## src/rtl/olc_pkg.sv

```systemverilog
package olc_pkg;
  localparam int REG_W = 32;
  localparam int N_SRC = 3;    // change sources: vbus, id, dpdm
  localparam int N_PIN = 4;    // {vbus, id, dm, dp}

  // register bit positions
  localparam int B_DATA_VB = 30;
  localparam int B_VB_PIN  = 29;
  localparam int B_ID_PIN  = 28;
  localparam int B_DM      = 27;
  localparam int B_DP      = 26;
  localparam int B_MVB     = 25;
  localparam int B_MID     = 24;
  localparam int B_ID_PU   = 17;
  localparam int B_DPDM_PU = 16;
  localparam int B_FID_LO  = 14;
  localparam int B_FVB_LO  = 12;
  localparam int B_VB_SRC  = 10;
  localparam int B_FLAG_LO = 4;
  localparam int B_GEN     = 3;
  localparam int B_EN_LO   = 0;

  typedef enum logic [1:0] {
    FRC_OFF  = 2'b00,
    FRC_RSV  = 2'b01,
    FRC_LOW  = 2'b10,
    FRC_HIGH = 2'b11
  } force_e;

  typedef struct packed {
    logic       id_pu;
    logic       dpdm_pu;
    force_e     frc_id;
    force_e     frc_vb;
    logic       vb_src;
    logic       gen;
    logic [N_SRC-1:0] en;
  } cfg_t;
endpackage

```

## src/rtl/olc_sync.sv

```systemverilog
module olc_sync #(
  parameter int W = 4,
  parameter int STAGES = 2
) (
  input  logic         clk_i,
  input  logic         rst_ni,
  input  logic [W-1:0] d_i,
  output logic [W-1:0] q_o
);
  logic [W-1:0] st [STAGES];

  always_ff @(posedge clk_i or negedge rst_ni) begin
    if (!rst_ni) begin
      for (int k = 0; k < STAGES; k++) st[k] <= '0;
    end else begin
      st[0] <= d_i;
      for (int k = 1; k < STAGES; k++) st[k] <= st[k-1];
    end
  end

  assign q_o = st[STAGES-1];
endmodule

```

## src/rtl/olc_force.sv

```systemverilog
module olc_force
  import olc_pkg::*;
(
  input  logic   ext_i,
  input  force_e frc_i,
  output logic   merged_o
);
  always_comb begin
    unique case (frc_i)
      FRC_LOW:  merged_o = 1'b0;
      FRC_HIGH: merged_o = 1'b1;
      default:  merged_o = ext_i;   // off and reserved code pass through
    endcase
  end
endmodule

```

## src/rtl/olc_flags.sv

```systemverilog
module olc_flags #(
  parameter int N = 3
) (
  input  logic         clk_i,
  input  logic         rst_ni,
  input  logic [N-1:0] set_i,
  input  logic [N-1:0] clr_i,
  output logic [N-1:0] flag_o
);
  for (genvar g = 0; g < N; g++) begin : g_flag
    always_ff @(posedge clk_i or negedge rst_ni) begin
      if (!rst_ni)        flag_o[g] <= 1'b0;
      else if (set_i[g])  flag_o[g] <= 1'b1;   // set beats clear
      else if (clr_i[g])  flag_o[g] <= 1'b0;
    end

    assert_set_wins_R7: assert property (@(posedge clk_i) disable iff (!rst_ni)
      set_i[g] |=> flag_o[g]);
    assert_w1c_R6: assert property (@(posedge clk_i) disable iff (!rst_ni)
      (clr_i[g] && !set_i[g]) |=> !flag_o[g]);
    assert_flag_src_R5: assert property (@(posedge clk_i) disable iff (!rst_ni)
      $rose(flag_o[g]) |-> $past(set_i[g]));
  end
endmodule

```

## src/rtl/otg_line_cond.sv

```systemverilog
module otg_line_cond
  import olc_pkg::*;
#(
  parameter int SYNC_STAGES = 2
) (
  input  logic             clk_i,
  input  logic             rst_ni,
  input  logic             wr_en_i,
  input  logic [REG_W-1:0] wdata_i,
  output logic [REG_W-1:0] rdata_o,
  input  logic             dp_i,
  input  logic             dm_i,
  input  logic             id_i,
  input  logic             vbus_i,
  output logic             id_pu_en_o,
  output logic             dpdm_pu_en_o,
  output logic             merged_id_o,
  output logic             merged_vbus_o,
  output logic             irq_o
);
  localparam int P_DP = 0, P_DM = 1, P_ID = 2, P_VB = 3;

  logic [N_PIN-1:0] pin_s, pin_q, pin_e;
  logic [N_SRC-1:0] set_v, clr_v, flags;
  logic             data_vb, vb_ext;
  cfg_t             cfg;

  olc_sync #(.W(N_PIN), .STAGES(SYNC_STAGES)) u_sync (
    .clk_i, .rst_ni, .d_i({vbus_i, id_i, dm_i, dp_i}), .q_o(pin_s)
  );

  always_ff @(posedge clk_i or negedge rst_ni) begin
    if (!rst_ni) pin_q <= '0;
    else         pin_q <= pin_s;
  end
  assign pin_e = pin_s ^ pin_q;

  // flag order: [2] vbus, [1] id, [0] dp/dm
  assign set_v = {pin_e[P_VB], pin_e[P_ID], pin_e[P_DM] | pin_e[P_DP]};
  assign clr_v = wr_en_i ? wdata_i[B_FLAG_LO +: N_SRC] : '0;

  olc_flags #(.N(N_SRC)) u_flags (
    .clk_i, .rst_ni, .set_i(set_v), .clr_i(clr_v), .flag_o(flags)
  );

  always_ff @(posedge clk_i or negedge rst_ni) begin
    if (!rst_ni) begin
      cfg <= '{frc_id: FRC_OFF, frc_vb: FRC_OFF, en: '0, default: 1'b0};
    end else if (wr_en_i) begin
      cfg.id_pu   <= wdata_i[B_ID_PU];
      cfg.dpdm_pu <= wdata_i[B_DPDM_PU];
      cfg.frc_id  <= force_e'(wdata_i[B_FID_LO +: 2]);
      cfg.frc_vb  <= force_e'(wdata_i[B_FVB_LO +: 2]);
      cfg.vb_src  <= wdata_i[B_VB_SRC];
      cfg.gen     <= wdata_i[B_GEN];
      cfg.en      <= wdata_i[B_EN_LO +: N_SRC];
    end
  end

  assign data_vb = ~(pin_s[P_DP] | pin_s[P_DM]);
  assign vb_ext  = cfg.vb_src ? data_vb : pin_s[P_VB];

  olc_force u_frc_id (.ext_i(pin_s[P_ID]), .frc_i(cfg.frc_id), .merged_o(merged_id_o));
  olc_force u_frc_vb (.ext_i(vb_ext),      .frc_i(cfg.frc_vb), .merged_o(merged_vbus_o));

  assign irq_o        = cfg.gen & |(flags & cfg.en);
  assign id_pu_en_o   = cfg.id_pu;
  assign dpdm_pu_en_o = cfg.dpdm_pu;

  always_comb begin
    rdata_o                          = '0;
    rdata_o[B_DATA_VB]               = data_vb;
    rdata_o[B_VB_PIN]                = pin_s[P_VB];
    rdata_o[B_ID_PIN]                = pin_s[P_ID];
    rdata_o[B_DM]                    = pin_s[P_DM];
    rdata_o[B_DP]                    = pin_s[P_DP];
    rdata_o[B_MVB]                   = merged_vbus_o;
    rdata_o[B_MID]                   = merged_id_o;
    rdata_o[B_ID_PU]                 = cfg.id_pu;
    rdata_o[B_DPDM_PU]               = cfg.dpdm_pu;
    rdata_o[B_FID_LO +: 2]           = cfg.frc_id;
    rdata_o[B_FVB_LO +: 2]           = cfg.frc_vb;
    rdata_o[B_VB_SRC]                = cfg.vb_src;
    rdata_o[B_FLAG_LO +: N_SRC]      = flags;
    rdata_o[B_GEN]                   = cfg.gen;
    rdata_o[B_EN_LO +: N_SRC]        = cfg.en;
  end

  assert_irq_gate_R8: assert property (@(posedge clk_i) disable iff (!rst_ni)
    !rdata_o[B_GEN] |-> !irq_o);
  assert_force_high_R3: assert property (@(posedge clk_i) disable iff (!rst_ni)
    (rdata_o[B_FID_LO +: 2] == 2'b11) |-> merged_id_o);
  assert_force_low_R4: assert property (@(posedge clk_i) disable iff (!rst_ni)
    (rdata_o[B_FVB_LO +: 2] == 2'b10) |-> !merged_vbus_o);
  assert_edge_flags_R5: assert property (@(posedge clk_i) disable iff (!rst_ni)
    (pin_s[P_ID] != $past(pin_s[P_ID])) |=> rdata_o[B_FLAG_LO + 1]);
endmodule

```

## config.mk

```make
export PLATFORM = sky130hd
export DESIGN_NAME = otg_line_cond
export DESIGN_NICKNAME = d
export VERILOG_FILES = /design/src/rtl/olc_pkg.sv /design/src/rtl/olc_sync.sv /design/src/rtl/olc_force.sv /design/src/rtl/olc_flags.sv /design/src/rtl/otg_line_cond.sv
export SDC_FILE = /design/constraint.sdc
export NUM_CORES = 1
export LEC_CHECK = 0
export ABC_CLOCK_PERIOD_IN_PS = 1000
export BUFFER_PORTS_ARGS = -buffer_cell sky130_fd_sc_hd__buf_2
export CORE_ASPECT_RATIO = 0.75
export CORE_MARGIN = 1.5
export CORE_UTILIZATION = 37
export CTS_BUF_LIST = sky130_fd_sc_hd__clkbuf_8
export CTS_CLUSTER_DIAMETER = 100
export DETAILED_ROUTE_END_ITERATION = 16
export GPL_TIMING_DRIVEN = 0
export PLACE_DENSITY = 0.77
export SETUP_SLACK_MARGIN = 0.5
export SLEW_MARGIN = 20
export SYNTH_ARGS = -nofsm -noshare
export SYNTH_HDL_FRONTEND = slang
export SYNTH_SLANG_ARGS = --single-unit
```

## constraint.sdc

```tcl
create_clock -name clk_i -period 1 [get_ports clk_i]
set_input_delay 0.15 -clock clk_i [delete_from_list [all_inputs] [get_ports clk_i]]
set_output_delay 0.15 -clock clk_i [all_outputs]
set_load 0.02 [all_outputs]
```

==> impl_results.md, run 1 <==
* Worst EP arrival at 1.34 ns
* Buf+Inv Stages, Crit Path at 2
* Final net count at 195
* Post-Layout Inst Area at 0.00189 sq mm
* Seq cells post-synth at 26
* Fin. max-slew vios at 0
* Top Ports at 76
* Post-synthesis average cell area at 13.9 sq um
* Core area at 0.00268 sq mm
* CP Data Required Time at 0.85 ns
* Worst min-delay path class: in -> async
* Placed Area at 0.00143 sq mm
* Sw frac at 25.1%
* WP depth at 4
* Critical path class: reg -> out
* Final setup fails at 19
* Final Worst Setup Slack at -0.493 ns
* Fin crit share at 149%
* R2R setup slack at -0.18 ns
* Drt wl/cell at 11.8 microns
* CTS HTree Levels at 1
* Port bufs at 46
* Clock slew at reported path FFs at 0.09 ns
* Area of the multi-input gates at 345 sq um
* Fill cells at 208
* CTS tree: built
* Clk pwr share at 29.4%
* TritonRoute pass-1 iters at 4
* Gr ovfl total at 0
* Largest family of logic cells by synthesized area: buffers and inverters
* Peak VDD IR at 0.00133 V
* Root buf cell: clkbuf_8
* Via density per instance at 4.10
* Most used DFF post-synth: dfrtp_1
* Total GRT Usage at 14.1%
* Drt first-iter violations at 4
* CP Launch Type: register
* Failing checks: hold timing, setup timing
* Yosys warns at 0
* Vias at 783
* Peak Freq at 670 MHz
* Pint at 2.15 mW
* Clock Skews at 0.00497 ns
* End of the critical path: rdata_o[25]
* Worst path top cell family by delay: flip-flops
* Status: finished with violations
* WHS at -0.145 ns
* RSZ-0062 raised after global routing: true
* Worst path most repeated cell: buf_6
* Cell Pwr Density at 1530 mW/mm^2
* Synth Cell Area at 0.00107 sq mm
* CTS buffer count at 3
* Rel. slew slack at 63.9%
* Skew-Pair Late Insertion Delay at 0.27 ns
* Sequential share of the synthesized area at 60.8%
* Seq pwr share at 42.0%
* Vias in the first global route at 775
* Sink Count at 26
* Critical Path Source: rdata_o[10]
* DP Worst Slack at -0.253 ns
* Net load switching power at 723 uW
* Post-synthesis async set-or-reset flop share at 100%
* Worst reg2reg path depth at 4
* Largest net degree at the start of global routing at 27
* Max-cap violations at 0
* Fraction of layout cells with a size suffix above 1 at 76.1%
* Reg area at 668 sq um
* Detailed Place HPWL at 1450 microns
* Routability cong. at 0.619
* Measured slew at the worst slew-check pin at 0.542 ns
* Share of total power in combinational logic at 28.5%
* Fin. Hold Viols at 30
* Post-synthesis xor/xnor area fraction at 3.27%
* Area delta synth->final at 76.3%
* Post-synth EDFFs at 0
* Leakage at 0.949 nW
* Compound-Gate Fraction of Synth Area at 3.98%
* Die ar. at 0.00323 sq mm
* Worst path max stage delay at 0.41 ns
* Chip width at 65.1 microns
* DRC at 0
* Die height at 49.6 microns
* Syn Inst Count at 77
* Initial antenna violation count at 0
* Synth Area in Adders at 0%
* Fin crit period at 1.49 ns
* Crit path max fanout at 2
* CP endpoint kind: output pin
* Worst path slowest cell: dfrtp_2
* Routed Antenna Nets at 0
* Antenna Cells at 0
* Site row count at 16
* Critical-path cell list: nor3b_4, o31a_1, buf_6, buf_6
* Post-synthesis mux area share at 12.6%
* R2r endpoint: u_flags.flag_o[0]
* Starting density of the core at 39.9%
* Post-synthesis simple-gate area fraction at 3.86%
* First-pass GRT wire length at 3480 microns
* Clock Tree Buf Depth at 2
* Synth unique cells at 15
* Reg-to-reg startpoint: u_sync.q_o[1]
* Post-Route WL at 2250 microns
-- stage by stage --
| step | total power, mW | std cells | util [%] | TNS (ns) | hold WS (ns) |
|---|---|---|---|---|---|
| after CTS | 2.83 | 185 | 66.5 | -4.38 | -0.127 |
| after detailed placement | 1.77 | 169 | 53.3 | -0.709 | 0.167 |
| after global routing | 3.01 | 191 | 70.3 | -5.35 | -0.108 |
| after global placement | 1.76 | 169 | 53.3 | -0.678 | 0.162 |
| final | 2.88 | 191 | 70.3 | -4.47 | -0.145 |
| after floorplan | 1.59 | 87 | - | -0.474 | -0.146 |
-- power by group through the flow --
stage	sequential (mW)	combinational (mW)	clock, mW
floorplan	1.28	0.303	0
finish	1.21	0.821	0.846
detailed placement	1.23	0.545	0
CTS	1.21	0.756	0.868
global route	1.22	0.872	0.913
global placement	1.22	0.538	0
-- registers in the layout (all words and copies together), names as in the netlist --
| name | cells |
|---|---|
| u_sync.q_o | 4 |
| dpdm_pu_en_o | 1 |
| rdata_o | 9 |
| pin_q | 4 |
| id_pu_en_o | 1 |
| u_flags.flag_o | 3 |
| u_sync.st | 4 |
-- worst min-delay path by stage --
stage                 from            end  slack, ns
finish              rst_ni   u_sync.st[6]      -0.15
global route        rst_ni  u_sync.q_o[1]      -0.11
CTS                 rst_ni   u_sync.st[7]      -0.13
detailed placement  rst_ni   u_sync.st[6]       0.17
global placement    rst_ni   u_sync.st[7]       0.16
floorplan           rst_ni   dpdm_pu_en_o      -0.15
-- layer usage --
metal / up-vias / track usage, % / wire length, microns
met3: 0 / 4.79 / 221
met1: 354 / 16.8 / 882
met2: 48 / 25.8 / 1140
met4: 0 / 1.04 / 0
met5: - / 0 / 0
li1: 381 / - / -
-- timing repair --
item,4_1_cts,5_1_grt
setup buffers,12,6
pin swaps,3,2
gates resized for setup,58,16
gates cloned,0,0
endpoints found under the setup margin,44,44
hold endpoints to repair,30,30
-- cells in the final DEF, fill, tap and decap left out, drive strengths merged, types with 2 or more instances in the layout --
cell type	netlist	layout
buf	21	85
dfrtp	26	26
mux2	12	12
conb	1	11
xor2	4	4
nand2	3	3
clkbuf	0	3
a21o	2	2
nor2b	2	2
-- synth_stat cells (2+ instances only) --
master   count  share of area [%]
buf_4       20                 14
nand2_1      3                1.1
nor2b_1      2                1.2
a21o_1       2                1.4
xor2_1       4                3.3
mux2_2      12                 13
dfrtp_1     26                 61
-- worst register-to-register path, delay by kind of cell (launching register included) --
family | cells | cell delay, ns
AO/OA/AOI/OAI | 1 | 0.26
buffers and inverters | 2 | 0.26
flip-flops | 1 | 0.42
XOR/XNOR | 1 | 0.13
-- kinds of logic after synthesis --
family,Yosys count
AND/OR/NAND/NOR,8
buffers and inverters,21
XOR/XNOR,4
AO/OA/AOI/OAI,5
multiplexers,12
other,1
flip-flops,26
-- final cells by class --
cell class                 count  area share (%)
buffer                        21            9.95
clock buffer                   3            2.19
clock inverter                 1            1.59
multi-input combinational     40            18.3
sequential                    26            35.4
tap                           36            2.39
timing repair buffer          64            30.1
Note: power is estimated with default switching activity, not from simulation.
==> inputs of run 2 (changes only) <==
CORE_UTILIZATION = 36   (was 37)
CTS_BUF_LIST = default   (was sky130_fd_sc_hd__clkbuf_8)
PLACE_DENSITY = 0.76   (was 0.77)
==> impl_results.md, run 2 (synthesized netlist as in run 1, its figures left out) <==
* Die ar. at 0.00331 sq mm
* CTS buffer count at 3
* Site row count at 16
* Final Worst Setup Slack at -0.494 ns
* R2R setup slack at -0.06 ns
* Vias in the first global route at 704
* Clock slew at reported path FFs at 0.08 ns
* Final net count at 194
* Post-Route WL at 2260 microns
* Starting density of the core at 39.3%
* WHS at -0.136 ns
* CP Data Required Time at 0.85 ns
* Via density per instance at 4.12
* Worst path most repeated cell: buf_6
* Worst EP arrival at 1.34 ns
* Worst path max stage delay at 0.43 ns
* Post-Layout Inst Area at 0.00188 sq mm
* Reg-to-reg startpoint: u_sync.q_o[0]
* Antenna Cells at 0
* Placed Area at 0.00143 sq mm
* Max reg flops at 9
* TritonRoute pass-1 iters at 4
* Core area at 0.00272 sq mm
* First-pass GRT wire length at 3130 microns
* Status: finished with violations
* Fin crit share at 149%
* Routability cong. at 0.619
* Fin. max-slew vios at 0
* Routed Antenna Nets at 0
* Initial antenna violation count at 0
* Failing checks: hold timing, setup timing
* RSZ-0062 raised after global routing: true
* Fin crit period at 1.49 ns
* Detailed Place HPWL at 1460 microns
* CTS HTree Levels at 1
* Peak VDD IR at 0.00121 V
* Final setup fails at 20
* DRC at 0
* Fin. Hold Viols at 30
* Measured slew at the worst slew-check pin at 0.555 ns
* Area delta synth->final at 75.6%
* Drt first-iter violations at 3
* Chip width at 65.9 microns
* CP endpoint kind: output pin
* CTS tree: built
* Crit path max fanout at 3
* Worst min-delay path class: in -> async
* Fraction of layout cells with a size suffix above 1 at 77.9%
* Pwr Total at 2.86 mW
* Leakage at 0.933 nW
* Top Ports at 76
* Peak Freq at 669 MHz
* Root buf cell: clkbuf_8
* CP Launch Type: register
* Clock Skews at 0.000877 ns
* Gr ovfl total at 0
* Cell Pwr Density at 1520 mW/mm^2
* Die height at 50.2 microns
* Fill cells at 201
* Area of the multi-input gates at 332 sq um
* Drt wl/cell at 11.9 microns
* Critical-path cell list: nor3b_2, o31a_1, buf_6, buf_6
* Largest net degree at the start of global routing at 27
* Sink Count at 26
* Leading cell type in the layout, fill and taps excluded: buf_6
* Max-cap violations at 0
* Rel. slew slack at 63.0%
* Port bufs at 46
* Vias at 783
* Critical Path Source: rdata_o[10]
* Critical path class: reg -> out
* Commonest cells after routing, fill and taps aside: buf_6 (48), buf_2 (21), dfrtp_2 (17)
* Clock Tree Buf Depth at 2
* Finished Layout Cells at 190
* Total GRT Usage at 12.5%
* Worst path slowest cell: dfrtp_2
* Skew-Pair Late Insertion Delay at 0.26 ns
* Placed cell count at 169
* Worst reg2reg path depth at 3
* Reg area at 672 sq um
[run 2: cell types whose count changed in the layout (fill, tap and decap cells not counted), sizes merged]
cell  delta
buf      -1
[run 2: final timing paths]
check	endpoint
worst min-delay path	rdata_o[13]
min in group clk_i	u_sync.st[7]
worst max-delay path	rdata_o[25]
worst max register to register	u_flags.flag_o[0]
worst min register to register	u_sync.q_o[0]
max in group asynchronous	u_flags.flag_o[1]
[run 2: timing repair]
| action | in CTS | in global routing |
|---|---|---|
| buffers inserted | 3 | 14 |
| endpoints found under the setup margin | 44 | 44 |
| gates resized for setup | 48 | 28 |
| pin swaps | 2 | 3 |
| endpoints found under the hold margin | 30 | 30 |
[run 2: through the flow]
stage	TNS [ns]	setup WS (ns)	utilization, %	hold WS [ns]
detailed placement	-0.731	-0.277	52.5	0.172
floorplan	-0.474	-0.235	-	-0.146
finish	-4.09	-0.494	69.0	-0.136
global placement	-0.680	-0.256	52.5	0.161
global route	-4.96	-0.551	69.0	-0.105
CTS	-3.30	-0.517	61.7	-0.121
[run 2: layout make-up]
type,instances,share of cell area (%)
Tap cell,36,2.40
Clock buffer,3,2.20
Clock inverter,1,1.60
Timing Repair Buffer,63,30.2
Buffer,21,10.2
Multi-Input combinational cell,40,17.7
Sequential cell,26,35.8
[run 2: critical path, delay by kind of cell, from the launching register on]
| family | cells | cell delay, ns |
|---|---|---|
| AO/OA/AOI/OAI | 1 | 0.26 |
| buffers and inverters | 2 | 0.24 |
| flip-flops | 1 | 0.43 |
| AND/OR/NAND/NOR | 1 | 0.16 |
[run 2: power breakdown]
| group | internal, mW | switching [mW] | total, mW |
|---|---|---|---|
| clock network | 0.535 | 0.305 | 0.840 |
| logic | 0.469 | 0.334 | 0.803 |
| registers | 1.14 | 0.0740 | 1.22 |
| total | 2.15 | 0.713 | 2.86 |
[run 2: per-layer routing]
metal / track usage, % / routed length (microns)
met1: 15.8 / 939
met2: 21.7 / 1130
met3: 4.26 / 192
met4: 1.02 / 0
met5: 0 / 0
